## config.mk

```make
export PLATFORM = sky130hd
export DESIGN_NAME = harq_parity_rx
export DESIGN_NICKNAME = d
export VERILOG_FILES = /design/src/rtl/harq_rx_pkg.sv /design/src/rtl/harq_rx_datapath.sv /design/src/rtl/harq_rx_ctrl.sv /design/src/rtl/harq_parity_rx.sv
export SDC_FILE = /design/constraint.sdc
export NUM_CORES = 1
export LEC_CHECK = 0
export BUFFER_PORTS_ARGS = -buffer_cell sky130_fd_sc_hd__buf_2
export CAP_MARGIN = 10
export CORE_MARGIN = 2
export CORE_UTILIZATION = 58
export CTS_CLUSTER_DIAMETER = 40
export DETAILED_ROUTE_END_ITERATION = 7
export GPL_ROUTABILITY_DRIVEN = 0
export HOLD_SLACK_MARGIN = 0.06
export PLACE_DENSITY = 0.76
export SYNTH_ARGS = -nofsm -noshare
export SYNTH_HDL_FRONTEND = slang
export SYNTH_HIERARCHICAL = 1
export SYNTH_SLANG_ARGS = --single-unit
```

## constraint.sdc

```tcl
create_clock -name clk -period 3.38 [get_ports clk]
set_input_delay 0.338 -clock clk [delete_from_list [all_inputs] [get_ports clk]]
set_output_delay 0.338 -clock clk [all_outputs]
set_load 0.02 [all_outputs]
```

## src/rtl/harq_rx_pkg.sv

```systemverilog
package harq_rx_pkg;

  // Strobes from control to datapath for one accepted frame
  typedef struct packed {
    logic deliverRx;    // pass the received block out as the message
    logic deliverInv;   // pass the inverted parity block out
    logic deliverJoint; // pass the jointly corrected data out
    logic storeRx;      // keep the received block in the buffer
    logic clearBuf;     // empty the buffer
  } rxCtrl_t;

  // Remainder of a bit string, MSB first, divided by x^crcW + poly
  function automatic logic [31:0] crcRemainder(input logic [63:0] bits,
                                               input int nBits,
                                               input int crcW,
                                               input logic [31:0] poly);
    logic [31:0] r;
    logic fb;
    r = '0;
    for (int i = nBits - 1; i >= 0; i--) begin
      fb = r[crcW-1] ^ bits[i];
      r  = r << 1;
      if (fb) r = r ^ poly;
    end
    return r & ((32'd1 << crcW) - 32'd1);
  endfunction

  // Rotate left inside a k-bit ring
  function automatic logic [31:0] rotl(input logic [31:0] v, input int s, input int k);
    logic [31:0] m;
    logic [31:0] x;
    m = (32'd1 << k) - 32'd1;
    x = v & m;
    if (s == 0) return x;
    return ((x << s) | (x >> (k - s))) & m;
  endfunction

  // Product of two polynomials modulo x^k + 1
  function automatic logic [31:0] circMul(input logic [31:0] a, input logic [31:0] b, input int k);
    logic [31:0] acc;
    acc = '0;
    for (int i = 0; i < k; i++) begin
      if (a[i]) acc = acc ^ rotl(b, i, k);
    end
    return acc;
  endfunction

  // Inverse of gen modulo x^k + 1, found by search when elaborating
  function automatic logic [31:0] invPoly(input logic [31:0] gen, input int k);
    for (int c = 1; c < (1 << k); c++) begin
      if (circMul(32'(c), gen, k) == 32'd1) return 32'(c);
    end
    return '0;
  endfunction

endpackage

```

## src/rtl/harq_rx_datapath.sv

```systemverilog
module harq_rx_datapath
  import harq_rx_pkg::*;
#(
  parameter int          BLK_W    = 8,
  parameter int          CHK_W    = 4,
  parameter logic [31:0] CHK_POLY = 32'h3,
  parameter logic [31:0] GEN_POLY = 32'h0B,
  localparam int         FRM_W    = BLK_W + CHK_W
) (
  input  logic             clk,
  input  logic             rstN,
  input  logic [FRM_W-1:0] frameBits,
  input  logic             frameIsParity,
  input  rxCtrl_t          ctrl,
  output logic             synZero,
  output logic             bufValid,
  output logic             bufIsParity,
  output logic             jointOk,
  output logic             msgValid,
  output logic [BLK_W-1:0] msgData
);

  localparam logic [BLK_W-1:0] GEN = GEN_POLY[BLK_W-1:0];
  localparam logic [BLK_W-1:0] INV = BLK_W'(invPoly(GEN_POLY, BLK_W));

  logic [BLK_W-1:0] bufBlk;
  logic [BLK_W-1:0] rxBlk;
  logic [BLK_W-1:0] dSel, pSel, syn;
  logic [BLK_W-1:0] matchD, matchP;
  logic [BLK_W-1:0] corrD, invD;

  assign rxBlk = frameBits[FRM_W-1 -: BLK_W];

  // Check-code syndrome over the whole frame
  always_comb begin
    synZero = (crcRemainder(64'(frameBits), FRM_W, CHK_W, CHK_POLY) == 32'd0);
  end

  // Joint decoding: data and parity taken from the frame or from the buffer
  assign dSel = frameIsParity ? bufBlk : rxBlk;
  assign pSel = frameIsParity ? rxBlk  : bufBlk;

  always_comb begin
    syn  = pSel ^ BLK_W'(circMul(32'(dSel), 32'(GEN), BLK_W));
    invD = BLK_W'(circMul(32'(rxBlk), 32'(INV), BLK_W));
  end

  // One syndrome pattern per single-bit error position
  for (genvar i = 0; i < BLK_W; i++) begin : g_errTable
    localparam logic [BLK_W-1:0] D_COL = BLK_W'(rotl(32'(GEN), i, BLK_W));
    localparam logic [BLK_W-1:0] P_COL = BLK_W'(1) << i;
    assign matchD[i] = (syn == D_COL);
    assign matchP[i] = (syn == P_COL);
  end

  assign corrD   = dSel ^ matchD;
  assign jointOk = (syn == '0) | (|matchD) | (|matchP);

  // Message output register
  always_ff @(posedge clk or negedge rstN) begin
    if (!rstN) begin
      msgValid <= 1'b0;
      msgData  <= '0;
    end else begin
      msgValid <= ctrl.deliverRx | ctrl.deliverInv | ctrl.deliverJoint;
      if (ctrl.deliverRx)         msgData <= rxBlk;
      else if (ctrl.deliverInv)   msgData <= invD;
      else if (ctrl.deliverJoint) msgData <= corrD;
    end
  end

  // Single-block retransmission buffer
  always_ff @(posedge clk or negedge rstN) begin
    if (!rstN) begin
      bufValid    <= 1'b0;
      bufIsParity <= 1'b0;
      bufBlk      <= '0;
    end else if (ctrl.storeRx) begin
      bufValid    <= 1'b1;
      bufIsParity <= frameIsParity;
      bufBlk      <= rxBlk;
    end else if (ctrl.clearBuf) begin
      bufValid    <= 1'b0;
    end
  end


  delivered_clears_buf_chk: assert property (@(posedge clk) disable iff (!rstN)
    msgValid |-> !bufValid);


  stored_block_matches_chk: assert property (@(posedge clk) disable iff (!rstN)
    $past(ctrl.storeRx) |-> (bufValid && bufBlk == $past(rxBlk)));

endmodule

```

## src/rtl/harq_rx_ctrl.sv

```systemverilog
module harq_rx_ctrl
  import harq_rx_pkg::*;
(
  input  logic    clk,
  input  logic    rstN,
  input  logic    frameValid,
  input  logic    frameIsParity,
  input  logic    synZero,
  input  logic    bufValid,
  input  logic    bufIsParity,
  input  logic    jointOk,
  output rxCtrl_t ctrl,
  output logic    ack,
  output logic    nak
);

  logic pairable;
  logic ackNext, nakNext;

  assign pairable = bufValid && (bufIsParity != frameIsParity);

  always_comb begin
    ctrl    = '0;
    ackNext = 1'b0;
    nakNext = 1'b0;
    if (frameValid) begin
      if (synZero) begin
        ctrl.deliverRx  = !frameIsParity;
        ctrl.deliverInv = frameIsParity;
        ctrl.clearBuf   = 1'b1;
        ackNext         = 1'b1;
      end else if (pairable && jointOk) begin
        ctrl.deliverJoint = 1'b1;
        ctrl.clearBuf     = 1'b1;
        ackNext           = 1'b1;
      end else begin
        ctrl.storeRx = 1'b1;
        nakNext      = 1'b1;
      end
    end
  end

  always_ff @(posedge clk or negedge rstN) begin
    if (!rstN) begin
      ack <= 1'b0;
      nak <= 1'b0;
    end else begin
      ack <= ackNext;
      nak <= nakNext;
    end
  end


  one_response_chk: assert property (@(posedge clk) disable iff (!rstN)
    frameValid |=> (ack ^ nak));


  no_spurious_resp_chk: assert property (@(posedge clk) disable iff (!rstN)
    (ack || nak) |-> $past(frameValid));


  nak_holds_latest_chk: assert property (@(posedge clk) disable iff (!rstN)
    nak |-> (bufValid && bufIsParity == $past(frameIsParity)));


  ack_frees_buf_chk: assert property (@(posedge clk) disable iff (!rstN)
    ack |-> !bufValid);

endmodule

```

## src/rtl/harq_parity_rx.sv

```systemverilog
module harq_parity_rx
  import harq_rx_pkg::*;
#(
  parameter int          BLK_W    = 8,
  parameter int          CHK_W    = 4,
  parameter logic [31:0] CHK_POLY = 32'h3,
  parameter logic [31:0] GEN_POLY = 32'h0B
) (
  input  logic                   clk,
  input  logic                   rstN,
  input  logic                   frameValid,
  input  logic                   frameIsParity,
  input  logic [BLK_W+CHK_W-1:0] frameBits,
  output logic                   msgValid,
  output logic [BLK_W-1:0]       msgData,
  output logic                   ack,
  output logic                   nak
);

  rxCtrl_t ctrl;
  logic    synZero, bufValid, bufIsParity, jointOk;

  harq_rx_ctrl u_ctrl (
    .clk          (clk),
    .rstN         (rstN),
    .frameValid   (frameValid),
    .frameIsParity(frameIsParity),
    .synZero      (synZero),
    .bufValid     (bufValid),
    .bufIsParity  (bufIsParity),
    .jointOk      (jointOk),
    .ctrl         (ctrl),
    .ack          (ack),
    .nak          (nak)
  );

  harq_rx_datapath #(
    .BLK_W   (BLK_W),
    .CHK_W   (CHK_W),
    .CHK_POLY(CHK_POLY),
    .GEN_POLY(GEN_POLY)
  ) u_dp (
    .clk          (clk),
    .rstN         (rstN),
    .frameBits    (frameBits),
    .frameIsParity(frameIsParity),
    .ctrl         (ctrl),
    .synZero      (synZero),
    .bufValid     (bufValid),
    .bufIsParity  (bufIsParity),
    .jointOk      (jointOk),
    .msgValid     (msgValid),
    .msgData      (msgData)
  );


  msg_with_ack_chk: assert property (@(posedge clk) disable iff (!rstN)
    msgValid == ack);

endmodule

```

==> results of run 1 <==
## Yosys cell counts (4+ instances only)
master	number
inv_1	4
nor3_1	5
mux2_2	9
xnor2_1	40
nor4_1	7
buf_4	4
nand2b_1	9
buf_2	7
dfrtp_1	21
clkbuf_1	6
nor2_1	12
a21oi_1	12
nand2_1	13
a211oi_1	5
mux2i_1	11
xor2_1	22
## kinds of logic (layout without fill, tap and decap cells)
kind of cell	after synthesis	in the layout
flops	21	21
xor+xnor	66	66
compound gates	37	37
buf+inv	22	54
mux	22	22
simple gates	60	60
## power by group through the flow
stage | Clock (mW) | Sequential [mW] | Combinational, mW
2_1_floorplan | 0 | 0.502 | 0.954
3_3_place_gp | 0 | 0.445 | 1.28
3_5_place_dp | 0 | 0.446 | 1.30
4_1_cts | 0.129 | 0.440 | 1.30
5_1_grt | 0.141 | 0.458 | 1.47
6_report | 0.124 | 0.442 | 1.36
## what timing repair did
action / 4_1_cts / 5_1_grt
hold buffers: 1 / 0
endpoints found under the setup margin: 0 / 6
hold endpoints to repair: 21 / 0
gates resized for setup: 0 / 7
## sequential cells by signal, summed over array words and instances (netlist names)
register	flops
u_dp/bufBlk	8
u_dp/bufIsParity	1
u_dp/msgData	8
u_dp/bufValid	1
u_ctrl/ack	1
u_ctrl/nak	1
u_dp/msgValid	1
## path summary, 6_finish.rpt
| check | from | end | slack, ps | depth (start not counted) |
|---|---|---|---|---|
| worst min-delay path | frameValid | u_ctrl/ack$_DFF_PN0_ | 330 | 3 |
| min in group asynchronous | rstN | u_dp/bufIsParity$_DFFE_PN0P_ | 500 | 2 |
| worst max-delay path | u_dp/bufBlk[7]$_DFFE_PN0P_ | u_dp/msgData[3]$_DFFE_PN0P_ | 210 | 14 |
| worst max register to register | u_dp/bufBlk[7]$_DFFE_PN0P_ | u_dp/msgData[3]$_DFFE_PN0P_ | 210 | 14 |
| worst min register to register | u_dp/msgData[4]$_DFFE_PN0P_ | u_dp/msgData[4]$_DFFE_PN0P_ | 530 | 2 |
| max in group asynchronous | rstN | u_dp/bufBlk[7]$_DFFE_PN0P_ | 2550 | 2 |
## worst min-delay path: stages
cell and delay (ps):
buf_2 120, nand3_1 70, o21ai_1 70
## layer usage
layer	vias to the layer above	wire, µm	track usage
li1	859	-	-
met1	794	2080	0.3148
met2	54	2306	0.4063
met3	4	219	0.03873
met4	0	57	0.06522
met5	-	0	0
## area by class of cell
type                            count  area (µm²)  area share
Clock buffer                        3       22.52    0.009414
Clock inverter                      1       5.005    0.002092
Inverter                            4       15.01    0.006276
Multi-Input combinational cell    185        1484      0.6203
Sequential cell                    21       525.5      0.2197
Tap cell                           46       57.56     0.02406
Timing Repair Buffer               46       282.8      0.1182
==> results.py, run 1 <==
metrics = {
    "logic_synthesis": {
        "synth_area_per_cell_um2": 9.132,
        "synth_fa_ha_area_frac": 0,
        "synth-edff-count": 0,
        "yosys.area.top_type": "dfrtp_1",
        "synth_area_leaders": "dfrtp_1, xnor2_1, xor2_1, mux2i_1, mux2_2",
        "synth_compound_area_frac": 0.1202,
        "synth_cells": 228,
        "syn-num-nets": 244,
        "synth_mux_area_frac": 0.1190,
        "synth_top_family_by_area": "XOR/XNOR gates",
        "ys_warn_count": 6,
        "synthXorXnorAreaFrac": 0.2981,
        "synthSimpleGateAreaFrac": 0.1556,
        "synth.distinct_cells": 46,
        "async_reset_ff_frac": 1.000,
        "yosysSeqAreaShare": 0.2524,
        "ys.flop_type": "dfrtp_1",
        "synth_top_area_share": 0.2524,
        "syn_area_um2": 2082,
        "ys_ff_latch": 21,
    },
    "detailed_routing": {
        "ant_nets": 0,
        "drt_wl_total_mm": 4.663,
        "routed_via_density": 5.592,
        "drc_errors": 0,
        "drtIter0Drc": 98,
        "first_pass_iters": 4,
        "wl_per_cell_um": 15.24,
        "via_count": 1711,
    },
    "clock_tree": {
        "clock_path_buffers": 2,
        "cts_root_buffer": "clkbuf_4",
        "clkTransAtPathRegs_ps": 120,
        "numCtsBuffers": 3,
        "h-tree-depth": 1,
        "cts_tree": "yes",
        "clk-insertion-delay-late_ps": 310,
        "numClockSinks": 21,
        "cts_setup_buffers": 0,
    },
    "power": {
        "p_leak_nw": 1.003,
        "power_density_nw_per_um2": 804.1,
        "p_switching_mw": 0.9113,
        "sw_frac_of_total": 0.4737,
        "peakVddDrop_uv": 453.3,
        "internal_power_mw": 1.012,
        "p_comb_frac": 0.706,
        "total_power_mw": 1.924,
        "seqPwrFrac": 0.230,
        "pwr-share-clk": 0.064,
    },
    "place": {
        "dpl_cell_area_um2": 2313,
        "port_buffers": 26,
        "placedCellCount": 301,
        "dp_hpwl_mm": 3.662,
        "pre_cts_ws_ps": -88.82,
    },
    "timing": {
        "holdWs_ps": 325.2,
        "fmax_ghz": 0.3155,
        "slew_violations": 0,
        "skew_ps": 5.305,
        "tightest_slew_ps": 531.9,
        "timing.final.crit_share": 0.9378,
        "slew_headroom": 0.6454,
        "worst_slack_ps": 210.3,
        "rsz0062_at_grt": "false",
        "setup_viol_count_final": 0,
        "fin_tns_setup_ps": 0,
        "hold_violations": 0,
        "period_needed_ps": 3170,
    },
    "worst_hold_path": {
        "hold_class": "input port to flip-flop",
    },
    "layout": {
        "final_cell_mix": "xnor2_1, buf_2, xor2_1",
        "areaGrowthSynthToFinish_pct": 14.90,
        "final_core_util": 0.7058,
        "nets": 277,
        "layout_commonest_cell": "xnor2_1",
        "final_cells": 306,
        "n_fill_cell": 274,
        "antennaDiodeCount": 0,
        "drive_gt1_frac": 0.2885,
        "design_area_um2": 2392,
    },
    "floorplanning": {
        "start_util": 0.6142,
        "die_h_um": 63.92,
        "core.rowCount": 21,
        "dieArea_um2": 4085,
        "core_um2": 3390,
        "io_pins": 27,
        "dieWidth_um": 63.92,
    },
    "grt": {
        "grt_pass1_vias": 1593,
        "overflow": 0,
        "grt_usage": 0.2396,
        "grt_max_degree": 22,
        "grt_pass1_wl_mm": 7.555,
        "antenna_found_initial": 0,
    },
    "critical_path": {
        "crit_fanout": 8,
        "cp.arrival_ps": 3400,
        "cp_slowest_cell": "dfrtp_1",
        "cp_num_buf_inv": 1,
        "end_kind": "flip-flop",
        "slowest_delay_ps": 450,
        "start_kind": "flip-flop",
        "cpLargestDelayFamily": "simple AND/OR/NAND/NOR gates",
        "required_ps": 3610,
        "criticalPathCategory": "flip-flop to flip-flop",
        "worstPathCellList": "xor2_1, xnor2_1, xor2_1, nand2b_1, nor4_2, nor4_1, nand4b_1, nand2_1, nor3_2, buf_4, nor3_1, a211oi_1, a21oi_1, a21oi_1",
    },
    "status": {
        "status": "finished, final reports clean",
    },
    "flow_run": {
        "drv_cap": 0,
    },
}
Power figures use the tool's default switching activity.
==> run 2: changes to the inputs <==
--- a/config.mk
+++ b/config.mk
@@ -7,6 +7,7 @@
 export LEC_CHECK = 0
 export BUFFER_PORTS_ARGS = -buffer_cell sky130_fd_sc_hd__buf_2
 export CAP_MARGIN = 10
+export CORE_ASPECT_RATIO = 1.2
 export CORE_MARGIN = 2
 export CORE_UTILIZATION = 58
 export CTS_CLUSTER_DIAMETER = 40
==> run 2 against run 1 <==
Compared with the run above: the run now ends with DRC left; non-clock buffer count up 10; worst hold slack better by 69 ps; fmax up 0.81%; largest power group unchanged; global-route usage up 2.1 points.
==> results.py, run 2 (synthesis results as in run 1) <==
metrics = {
    "detailed_routing": {
        "first_pass_iters": 6,
        "drt_wl_total_mm": 5.210,
        "routed_via_density": 5.932,
        "via_count": 1821,
        "ant_nets": 0,
        "wl_per_cell_um": 16.97,
        "drc_errors": 3,
        "drtIter0Drc": 103,
    },
    "grt": {
        "grt_max_degree": 22,
        "antenna_found_initial": 0,
        "grt_usage": 0.2606,
        "grt_pass1_wl_mm": 8.293,
        "grt_pass1_vias": 1830,
        "overflow": 0,
    },
    "layout": {
        "final_core_util": 0.7638,
        "reg.largest.list": "u_dp/bufBlk (8), u_dp/msgData (8)",
        "nets": 287,
        "areaGrowthSynthToFinish_pct": 24.58,
        "final_cell_mix": "xnor2_1, buf_4, buf_2",
        "drive_gt1_frac": 0.3630,
        "n_fill_cell": 235,
        "antennaDiodeCount": 0,
        "layout_commonest_cell": "xnor2_1",
        "design_area_um2": 2594,
    },
    "worst_hold_path": {
        "hold_path_end": "u_ctrl/ack$_DFF_PN0_",
        "hold_class": "input port to flip-flop",
        "hold_start": "frameValid",
        "min_path_cells": 3,
    },
    "clock_tree": {
        "clkTransAtPathRegs_ps": 80,
        "numCtsBuffers": 3,
        "cts_tree": "yes",
        "numClockSinks": 21,
        "h-tree-depth": 1,
        "clock_path_buffers": 2,
        "clk-insertion-delay-late_ps": 260,
        "cts_root_buffer": "clkbuf_8",
    },
    "floorplanning": {
        "die_h_um": 69.63,
        "core.rowCount": 23,
        "dieArea_um2": 4087,
        "start_util": 0.6131,
        "core_um2": 3396,
        "io_pins": 27,
        "dieWidth_um": 58.70,
    },
    "critical_path": {
        "end_kind": "flip-flop",
        "slowest_delay_ps": 480,
        "crit_fanout": 11,
        "required_ps": 3530,
        "worstPathCellList": "mux2i_2, xnor2_1, xnor2_2, nand2b_1, buf_4, o22ai_1, o21ai_0, nand4b_1, nand2_1, o21ba_1, mux2_2",
        "cpLargestDelayFamily": "compound AO/OA/AOI/OAI gates",
        "cp.arrival_ps": 3300,
        "worstRegToRegCells": 11,
        "cp_num_buf_inv": 1,
        "start_kind": "flip-flop",
        "regToRegStartpoint": "u_dp/bufBlk[7]$_DFFE_PN0P_",
        "crit_path_start": "u_dp/bufBlk[7]$_DFFE_PN0P_",
        "criticalPathCategory": "flip-flop to flip-flop",
        "cp_slowest_cell": "dfrtp_1",
        "r2r_end": "u_dp/bufBlk[5]$_DFFE_PN0P_",
        "regToRegSetupSlack_ps": 240,
    },
    "timing": {
        "slew_violations": 0,
        "hold_violations": 0,
        "timing.final.crit_share": 0.9303,
        "tightest_slew_ps": 498.0,
        "skew_ps": 3.118,
        "fmax_ghz": 0.3180,
        "slew_headroom": 0.6680,
        "period_needed_ps": 3144,
        "setup_viol_count_final": 0,
    },
    "status": {
        "status": "finished with violations",
        "violations": "DRC",
    },
    "place": {
        "dpl_cell_area_um2": 2377,
        "port_buffers": 26,
        "dp_hpwl_mm": 3.870,
    },
    "power": {
        "power_density_nw_per_um2": 848.6,
        "p_leak_nw": 1.110,
        "peakVddDrop_uv": 437.3,
    },
    "flow_run": {
        "drv_cap": 0,
    },
}
[run 2: cell count changes in the layout (fill, tap and decap cells not counted), sizes merged]
| cell | before | now |
|---|---|---|
| clkbuf | 3 | 4 |
| buf | 45 | 54 |
[run 2: layout make-up]
cell class,instances,area (µm²),share of cell area
tap,37,46.29,0.01785
sequential,21,525.5,0.2026
multi-input combinational,185,1600,0.6170
timing repair buffer,56,360.3,0.1389
inverter,4,15.01,0.005789
clock inverter,1,5.005,0.001930
clock buffer,3,41.29,0.01592
[run 2: worst reg2reg max path, delay by kind of cell (launching register included)]
family	cells	cell delay, ps
xor+xnor	2	370
mux	2	650
simple gates	3	580
buf+inv	1	160
compound gates	3	790
flops	1	480
[run 2: per-stage QoR]
stage                     setup TNS, ps  instances  power [mW]  setup slack, ps  hold WS [ps]
after CTS                             0        307       1.985            160.5         391.0
after floorplan                       0        228       1.456            103.2         42.41
final                                 0        307       2.201            235.7         394.2
after global placement                0        302       1.782            43.95         308.8
after detailed placement         -130.3        302       1.806           -48.69         314.5
after global routing             -47.44        307       2.352           -37.82         421.3
[run 2: how the worst max path moves through the flow]
stage / end / slack, ps / depth (start not counted)
floorplan: u_dp/msgData[0]$_DFFE_PN0P_ / 100 / 16
global placement: u_dp/msgData[1]$_DFFE_PN0P_ / 40 / 17
detailed placement: u_dp/msgData[6]$_DFFE_PN0P_ / -50 / 16
CTS: u_dp/msgData[6]$_DFFE_PN0P_ / 160 / 15
global route: u_dp/msgData[7]$_DFFE_PN0P_ / -40 / 16
finish: u_dp/bufBlk[5]$_DFFE_PN0P_ / 240 / 11
[run 2: report_power, final]
group	leakage [nW]	internal (mW)	switching, mW
Sequential	0.251	0.353	0.102
Combinational	0.834	0.718	0.860
Clock	0.0255	0.0823	0.0858
[run 2: per-layer routing]
layer / GRT usage / vias to the layer above / share of wire / wire length (µm)
li1: - / 872 / - / -
met5: 0 / - / 0 / 0
met2: 0.4482 / 50 / 0.51 / 2652
met3: 0.03918 / 11 / 0.048 / 250
met4: 0.09596 / 0 / 0.024 / 125
met1: 0.3213 / 888 / 0.42 / 2182
[run 2: timing repair]
| item | 4_1_cts | 5_1_grt |
|---|---|---|
| endpoints found under the setup margin | 0 | 17 |
| endpoints found under the hold margin | 21 | 0 |
| hold buffers | 1 | 0 |
| resized for setup | 0 | 25 |
| setup buffers | 0 | 0 |
